--- src/rtl/refresh_timer.sv ---
module refresh_timer #(
  parameter int CNT_W  = 8,
  parameter int DIV_W  = 12,
  parameter int DATA_W = 16
) (
  input  logic              clk,
  input  logic              rst_n,
  input  logic [1:0]        reg_sel,
  input  logic              reg_wr,
  input  logic [DATA_W-1:0] reg_wdata,
  output logic [DATA_W-1:0] reg_rdata,
  input  logic              refresh_on,
  input  logic              refresh_alt_mode,
  input  logic              refresh_done,
  output logic              irq,
  output logic              refresh_req
);
  logic [DIV_W-1:0] div_q, div_mask;
  logic [CNT_W-1:0] cnt_q, lim_q, cnt_nxt;
  logic [2:0]       sel_q;
  logic [3:0]       div_lg;
  logic             flag_q, ie_q, pend_q, req_q;
  logic             tick, wr_ctl, wr_cnt, wr_lim, at_lim, wrap, set_ev, clr_ev;

  always_comb begin
    case (sel_q)
      3'd1:    div_lg = 4'd2;
      3'd2:    div_lg = 4'd4;
      3'd3:    div_lg = 4'd6;
      3'd4:    div_lg = 4'd8;
      3'd5:    div_lg = 4'd10;
      3'd6:    div_lg = 4'd11;
      default: div_lg = 4'd12;
    endcase
  end

  assign div_mask = (DIV_W'(1) << div_lg) - DIV_W'(1);
  assign tick     = (sel_q != 3'd0) && ((div_q & div_mask) == div_mask);

  assign wr_ctl  = reg_wr && (reg_sel == 2'd0);
  assign wr_cnt  = reg_wr && (reg_sel == 2'd1);
  assign wr_lim  = reg_wr && (reg_sel == 2'd2);
  assign at_lim  = (cnt_q == lim_q);
  assign cnt_nxt = at_lim ? '0 : cnt_q + CNT_W'(1);
  assign wrap    = tick && !wr_cnt && at_lim;
  assign set_ev  = tick && !wr_cnt && (cnt_nxt == lim_q);
  assign clr_ev  = refresh_done && pend_q && refresh_on && !refresh_alt_mode;

  always_ff @(posedge clk or negedge rst_n) begin
    if (!rst_n) begin
      div_q  <= '0;
      cnt_q  <= '0;
      lim_q  <= '0;
      sel_q  <= '0;
      ie_q   <= 1'b0;
      flag_q <= 1'b0;
      pend_q <= 1'b0;
      req_q  <= 1'b0;
    end else begin
      div_q <= div_q + DIV_W'(1);
      req_q <= wrap;
      if (wr_cnt)      cnt_q <= reg_wdata[CNT_W-1:0];
      else if (tick)   cnt_q <= cnt_nxt;
      if (wr_lim)      lim_q <= reg_wdata[CNT_W-1:0];
      if (wr_ctl) begin
        ie_q  <= reg_wdata[6];
        sel_q <= reg_wdata[5:3];
      end
      if (set_ev)      flag_q <= 1'b1;
      else if (clr_ev) flag_q <= 1'b0;
      if (wr_ctl && !reg_wdata[7]) pend_q <= 1'b1;
      else if (clr_ev)             pend_q <= 1'b0;
    end
  end

  always_comb begin
    case (reg_sel)
      2'd0:    reg_rdata = DATA_W'({flag_q, ie_q, sel_q, 3'b000});
      2'd1:    reg_rdata = DATA_W'(cnt_q);
      2'd2:    reg_rdata = DATA_W'(lim_q);
      default: reg_rdata = '0;
    endcase
  end

  assign irq         = flag_q & ie_q;
  assign refresh_req = req_q;
endmodule

--- config.mk ---
export PLATFORM = sky130hd
export DESIGN_NAME = refresh_timer
export DESIGN_NICKNAME = d
export VERILOG_FILES = /design/src/rtl/refresh_timer.sv
export SDC_FILE = /design/constraint.sdc
export NUM_CORES = 1
export LEC_CHECK = 0
export BUFFER_PORTS_ARGS = -buffer_cell sky130_fd_sc_hd__clkbuf_2
export CAP_MARGIN = 15
export CORE_ASPECT_RATIO = 1.1
export CORE_MARGIN = 10
export CORE_UTILIZATION = 61
export CTS_CLUSTER_SIZE = 40
export DETAILED_ROUTE_END_ITERATION = 10
export PLACE_DENSITY_LB_ADDON = 0.15
export SLEW_MARGIN = 40
export SYNTH_ARGS = -nofsm -noshare
export SYNTH_HDL_FRONTEND = slang
export SYNTH_SLANG_ARGS = --single-unit
--- constraint.sdc ---
create_clock -name clk -period 4.35 [get_ports clk]
set_clock_uncertainty 0.1 [all_clocks]
set_input_delay 0.2175 -clock clk [delete_from_list [all_inputs] [get_ports clk]]
set_output_delay 0.2175 -clock clk [all_outputs]
set_load 0.005 [all_outputs]
==> results_dict.tcl, run 1 <==
set metrics [dict create \
    cts.sinks 35 \
    critPathBufInv 1 \
    grt_max_degree 36 \
    r2r_end "flag_q$_DFFE_PN0P_" \
    hpwl_mm 3.90 \
    slowest_delay_ns 0.51 \
    dieArea_um2 6860 \
    cts_resized 0 \
    synth_top_area_cell "dfrtp_1" \
    required_ns 4.44 \
    grt_pass1_wl_mm 9.12 \
    area_delta_synth_final_pct 7.02 \
    combPwrFrac_pct 27.6 \
    overflow 0 \
    vias 1939 \
    cp_top_family "simple AND/OR/NAND/NOR gates" \
    reg2reg_depth 8 \
    holdPathStages 3 \
    dr.pass1.iters 4 \
    min-delay-start "reg_wdata[0]" \
    p_switching_mw 0.325 \
    io_buffer_count 25 \
    min_period_ns 2.62 \
    end_kind "flop" \
    yosys-top-cells-area "dfrtp_1 36%, xnor2_1 5.5%, mux2_2 5.2%, o21ai_0 4.4%, nand2_1 3.7%" \
    critical_path_class "reg2reg" \
    tritoncts "yes" \
    rrSetupSlack_ns 1.73 \
    gp_congestion 0.896 \
    clock_latency_ns 0.29 \
    leakage_nw 1.12 \
    drv_cap 0 \
    slew_violations 0 \
    asyncSetResetFlopFracSynth_pct 100 \
    crit_arrival_ns 2.71 \
    rsz0062_at_grt "no" \
    status "complete, no violations" \
    core_um2 3710 \
    ir_worst_vdd_mv 0.296 \
    power_per_cell_area_nw_per_um2 366 \
    fp.dieW_um 79.9 \
    layout_commonest_cell "dfrtp_1" \
    p_seq_share_pct 46.8 \
    fmax_ghz 0.381 \
    htree_levels 2 \
    post-route-period-util_pct 60.3 \
    min_to "cnt_q[0]$_DFFE_PN0P_" \
    syn_inst 265 \
    crit_fanout 10 \
    routed_wl_mm 5.35 \
    syn_area_per_cell_um2 9.07 \
    cts_buffers 5 \
    hold_class "in2reg" \
    final_cell_mix "35 x dfrtp_1, 24 x nand2_1, 24 x clkbuf_2" \
    synth_edf_count 0 \
    synth_ff_type "dfrtp_1" \
    tightestPinTransition_ns 0.771 \
    final_nets 308 \
    rows 23 \
    ys_ff_latch 35 \
    antenna_left 0 \
    yosys.area.top_type_share_pct 36.4 \
    diodes 0 \
    viasPerCell 5.89 \
    worstPathCellList "inv_1, ha_1, nor3_1, a211oi_1, a2111oi_2, and2_1, nand4_1, o41ai_2" \
    hold_violations 0 \
    yosysUniqueCellTypes 52 \
    slowest_stage "dfrtp_1" \
    drcViolationCount 0 \
    worstSetupStartpointType "flop" \
    whs_ns 0.0604 \
    switching_share_pct 34.5 \
    initial_core_util_pct 64.8 \
    n_fill_cell 309 \
    fin_setup_tns_ns 0 \
    setup_viol 0 \
    grtUsageTotal_pct 16.4 \
    cts_root_buffer "clkbuf_8" \
    io_pins 42 \
    routedWlPerCell_um 16.3 \
    clkTransAtPathRegs_ns 0.07 \
    antenna_found_initial 0 \
    drive_gt1_share_pct 17.9 \
    yosys_warnings 0 \
    cell_internal_pwr_mw 0.616 \
    first_iter_violations 165 \
    crit_cells 8 \
    r2r_start "sel_q[2]$_DFFE_PN0P_" \
    grt_pass1_vias 1960 \
    p_clk_share_pct 25.5 \
    ys_seq_area_share_pct 36.4 \
    die_h_um 85.9 \
    syn_area_um2 2400 \
    cts_buffer_depth 2 \
    max_slew_margin_pct 48.5 \
]
==> how the worst max path moves through the flow <==
stage | startpoint | end | slack (ns)
2_1_floorplan | sel_q[2]$_DFFE_PN0P_ | cnt_q[5]$_DFFE_PN0P_ | 2.07
3_3_place_gp | sel_q[2]$_DFFE_PN0P_ | flag_q$_DFFE_PN0P_ | 1.77
3_5_place_dp | sel_q[2]$_DFFE_PN0P_ | flag_q$_DFFE_PN0P_ | 1.77
4_1_cts | sel_q[2]$_DFFE_PN0P_ | flag_q$_DFFE_PN0P_ | 1.73
5_1_grt | sel_q[2]$_DFFE_PN0P_ | cnt_q[5]$_DFFE_PN0P_ | 1.51
6_report | sel_q[2]$_DFFE_PN0P_ | flag_q$_DFFE_PN0P_ | 1.73
==> power by group through the flow <==
stage | clock network (mW) | logic, mW | registers (mW)
global placement | 0 | 0.250 | 0.443
detailed placement | 0 | 0.257 | 0.445
CTS | 0.242 | 0.260 | 0.439
finish | 0.240 | 0.260 | 0.441
global route | 0.257 | 0.296 | 0.449
floorplan | 0 | 0.254 | 0.391
==> timing repair <==
item | 4_1_cts | 5_1_grt
hold endpoints to repair | 35 | 0
buffers inserted | 0 | 0
hold buffers | 1 | 0
==> cell families (layout without fill, tap and decap cells) <==
kind of cell             after synthesis  in the layout  share of synthesized area [%]
AND/OR/NAND/NOR                       93             93                           20.4
AO/OA/AOI/OAI                         58             58                           16.8
flip-flops                            35             35                           36.4
buffers and inverters                 31             38                           6.82
XOR/XNOR                              25             25                           9.11
multiplexers                          17             17                           7.65
adder cells (fa/ha/maj)                5              5                           2.60
other                                  1              8                          0.156
==> flip-flops by register name, summed over array words and instances (netlist names) <==
signal,flops
refresh_req,1
cnt_q,8
flag_q,1
pend_q,1
ie_q,1
sel_q,3
lim_q,8
div_q,12
==> metal layers <==
metal | track usage, % | up-vias | wire length, um
met5 | 0 | - | 0
met4 | 4.33 | 0 | 53
met3 | 3.76 | 7 | 342
met2 | 28.6 | 49 | 2760
met1 | 19.6 | 925 | 2200
li1 | - | 958 | -
==> worst min-delay path, stage by stage <==
cell and delay [ns]:
clkbuf_2 0.09, nand2_1 0.04, o21ai_0 0.07
==> cells in the mapped netlist (2+ instances only) <==
cell type,instances
a2111oi_2,2
a211oi_1,3
a21bo_2,2
a21oi_1,7
a22o_1,3
a31oi_1,7
and2_0,2
and2_1,4
and3_1,3
and4b_1,2
buf_2,7
buf_4,8
clkbuf_1,9
dfrtp_1,35
ha_1,5
inv_1,5
mux2_2,11
mux2i_1,6
nand2_1,24
nand2b_1,2
nand3_1,5
nand3b_1,3
nand4_1,8
nand4b_1,2
nor2_1,17
nor2b_1,2
nor3_1,5
nor3b_1,2
o21ai_0,21
or3_1,8
xnor2_1,15
xor2_1,10
==> through the flow <==
stage | total power [mW] | setup slack, ns | cells | area (um^2) | util [%]
floorplan | 0.645 | 2.07 | 272 | 2430 | -
global placement | 0.693 | 1.77 | 321 | 2470 | 66.6
detailed placement | 0.702 | 1.77 | 321 | 2480 | 66.7
CTS | 0.942 | 1.73 | 329 | 2570 | 69.3
global route | 1.00 | 1.51 | 329 | 2570 | 69.3
finish | 0.941 | 1.73 | 329 | 2570 | 69.3
==> layout make-up <==
cell class	instances	area [um^2]	share of cell area [%]
clock buffer	6	82.6	3.21
tap	50	62.6	2.43
timing repair buffer	26	138	5.35
inverter	5	18.8	0.729
clock inverter	1	5.00	0.194
sequential	35	876	34.0
multi-input combinational	206	1390	54.1
No activity file was read; power rests on OpenSTA's default activity.
==> inputs of run 2 (changes only) <==
--- a/config.mk
+++ b/config.mk
@@ -5,11 +5,12 @@
 export SDC_FILE = /design/constraint.sdc
 export NUM_CORES = 1
 export LEC_CHECK = 0
+export ABC_AREA = 1
 export BUFFER_PORTS_ARGS = -buffer_cell sky130_fd_sc_hd__clkbuf_2
 export CAP_MARGIN = 15
 export CORE_ASPECT_RATIO = 1.1
 export CORE_MARGIN = 10
-export CORE_UTILIZATION = 61
+export CORE_UTILIZATION = 50
 export CTS_CLUSTER_SIZE = 40
 export DETAILED_ROUTE_END_ITERATION = 10
 export PLACE_DENSITY_LB_ADDON = 0.15
==> constraint.sdc (replaced) <==
create_clock -name clk -period 2.25 [get_ports clk]
set_clock_uncertainty 0.1 [all_clocks]
set_input_delay 0.1125 -clock clk [delete_from_list [all_inputs] [get_ports clk]]
set_output_delay 0.1125 -clock clk [all_outputs]
set_load 0.005 [all_outputs]
==> results_dict.tcl, run 2 <==
set metrics [dict create \
    vias 2066 \
    ys_ff_latch 35 \
    rrSetupSlack_ns 0.29 \
    ir_worst_vdd_mv 0.348 \
    fmax_ghz 0.510 \
    regMostFlops "div_q" \
    cts_buffers 5 \
    n_fill_cell 423 \
    synth_ff_type "dfrtp_1" \
    routed_wl_mm 5.37 \
    critical_path_class "reg2reg" \
    min_to "lim_q[4]$_DFFE_PN0P_" \
    core_um2 4380 \
    dr.pass1.iters 4 \
    grt_pass1_wl_mm 9.38 \
    drive_gt1_share_pct 13.1 \
    yosys.area.top_type_share_pct 37.9 \
    clock_latency_ns 0.29 \
    grt_max_degree 36 \
    largest_register_ff_count 12 \
    io_buffer_count 25 \
    yosys-top-cells-area "dfrtp_1 38%, nand2_1 18%, inv_1 7.6%, nand3_1 5.6%, o21ai_0 3.9%" \
    tritoncts "yes" \
    synth_top_family_by_area "simple AND/OR/NAND/NOR gates" \
    die_h_um 91.3 \
    r2r_end "flag_q$_DFFE_PN0P_" \
    drv_cap 0 \
    dieArea_um2 7750 \
    antenna_left 0 \
    htree_levels 2 \
    yosysUniqueCellTypes 30 \
    slowest_delay_ns 0.46 \
    post-route-util_pct 59.4 \
    clkTransAtPathRegs_ns 0.07 \
    leakage_nw 1.44 \
    synth_compound_area_share_pct 9.15 \
    crit_cells 13 \
    fin_setup_tns_ns 0 \
    hpwl_mm 4.11 \
    layout_commonest_cell "nand2_1" \
    cp_top_family "simple AND/OR/NAND/NOR gates" \
    r2r_start "cnt_q[4]$_DFFE_PN0P_" \
    drcViolationCount 0 \
    gp_congestion 0.856 \
    final_cell_mix "108 x nand2_1, 47 x inv_1, 35 x dfrtp_1" \
    slowest_stage "dfrtp_1" \
    antenna_found_initial 0 \
    ys_seq_area_share_pct 37.9 \
    first_iter_violations 112 \
    routedWlPerCell_um 13.0 \
    rows 25 \
    syn_area_um2 2310 \
    post-route-period-util_pct 87.2 \
    grt_pass1_vias 2006 \
    synthSimpleGateAreaFrac_pct 31.3 \
    hold_class "in2reg" \
    whs_ns 0.00624 \
    tightestPinTransition_ns 0.604 \
    area_delta_synth_final_pct 12.5 \
    asyncSetResetFlopFracSynth_pct 100 \
    syn_inst 326 \
    yosys_warnings 0 \
    cts_root_buffer "clkbuf_8" \
    final_nets 389 \
    reg_top3 "div_q (12), cnt_q (8), lim_q (8)" \
    worstPathCellList "inv_1, nand2_1, nand2_1, nand2_1, nor2_1, nand2_2, nand2_1, nand2_1, nand2_1, nand2_1, nor2_1, nand3_1, nand2_1" \
    min_period_ns 1.96 \
    syn_area_per_cell_um2 7.09 \
    cts_buffer_depth 2 \
    cts.sinks 35 \
    setup_viol 0 \
    rsz0062_at_grt "no" \
    worstSetupStartpointType "flop" \
    crit_arrival_ns 2.09 \
    grtUsageTotal_pct 14.5 \
    synth-xor-area-share_pct 6.01 \
    synth_mux_area_share_pct 0 \
    overflow 0 \
    postCtsSetupBuffers 0 \
    initial_core_util_pct 52.8 \
    required_ns 2.38 \
    io_pins 42 \
    holdPathStages 3 \
    synth_edf_count 0 \
    power_per_cell_area_nw_per_um2 705 \
    slew_violations 0 \
    viasPerCell 4.99 \
    cpMostUsedCell "nand2_1" \
    reg2reg_depth 13 \
    hold_violations 0 \
    yosysMostFrequentCell "nand2_1" \
    synth_top_area_cell "dfrtp_1" \
    min-delay-start "reg_wdata[4]" \
    diodes 0 \
    end_kind "flop" \
    netlist_top_cells_count "108 x nand2_1, 47 x inv_1, 35 x dfrtp_1" \
    status "complete, no violations" \
    synthAdderAreaFrac_pct 2.71 \
    max_slew_margin_pct 59.6 \
    fp.dieW_um 84.8 \
    critPathBufInv 1 \
    crit_fanout 16 \
]
[run 2: through the flow]
stage	worst slack (ns)	total power, mW	area, um^2	instances
floorplan	0.482	1.24	2340	333
global placement	0.360	1.35	2430	399
global route	0.107	1.98	2600	414
CTS	0.319	1.85	2600	414
detailed placement	0.334	1.36	2430	399
finish	0.289	1.83	2600	414
[run 2: worst max-delay path by stage]
stage / start / endpoint
2_1_floorplan: sel_q[2]$_DFFE_PN0P_ / cnt_q[5]$_DFFE_PN0P_
3_3_place_gp: cnt_q[2]$_DFFE_PN0P_ / flag_q$_DFFE_PN0P_
3_5_place_dp: cnt_q[2]$_DFFE_PN0P_ / flag_q$_DFFE_PN0P_
4_1_cts: cnt_q[2]$_DFFE_PN0P_ / flag_q$_DFFE_PN0P_
5_1_grt: cnt_q[1]$_DFFE_PN0P_ / flag_q$_DFFE_PN0P_
6_report: cnt_q[4]$_DFFE_PN0P_ / flag_q$_DFFE_PN0P_
[run 2: layer usage]
layer / part of all wire [%] / global-route usage [%] / up-vias
met5: 0 / 0 / -
met4: 1.9 / 5.49 / 0
met3: 4.0 / 3.57 / 10
met2: 52 / 25.4 / 33
met1: 42 / 16.6 / 956
li1: - / - / 1067
[run 2: cell families (layout without fill, tap and decap cells)]
kind of cell	count (synthesis)	after routing
fa+ha+maj	5	5
other cells	1	8
compound gates	36	36
xor+xnor	15	15
simple gates	170	170
flops	35	35
buf+inv	64	91
[run 2: power by group]
| part | switching (mW) | internal [mW] |
|---|---|---|
| clock network | 0.226 | 0.240 |
| logic | 0.329 | 0.226 |
| registers | 0.110 | 0.704 |
[run 2: repair_timing]
item,4_1_cts,5_1_grt
gates resized for setup,0,0
setup endpoints to repair,0,0
hold buffers,8,0
hold endpoints to repair,48,0
[run 2: final cells by class]
type	instances	area (um^2)	area share, %
Multi-Input combinational cell	234	1170	44.9
Sequential cell	35	876	33.7
Clock inverter	1	5.00	0.192
Clock buffer	6	82.6	3.17
Timing Repair Buffer	34	215	8.27
Inverter	50	188	7.22
Tap cell	54	67.6	2.60
[run 2: tightest hold or removal path: stages]
cell,delay (ns)
clkbuf_2,0.10
inv_1,0.07
o21ai_0,0.08
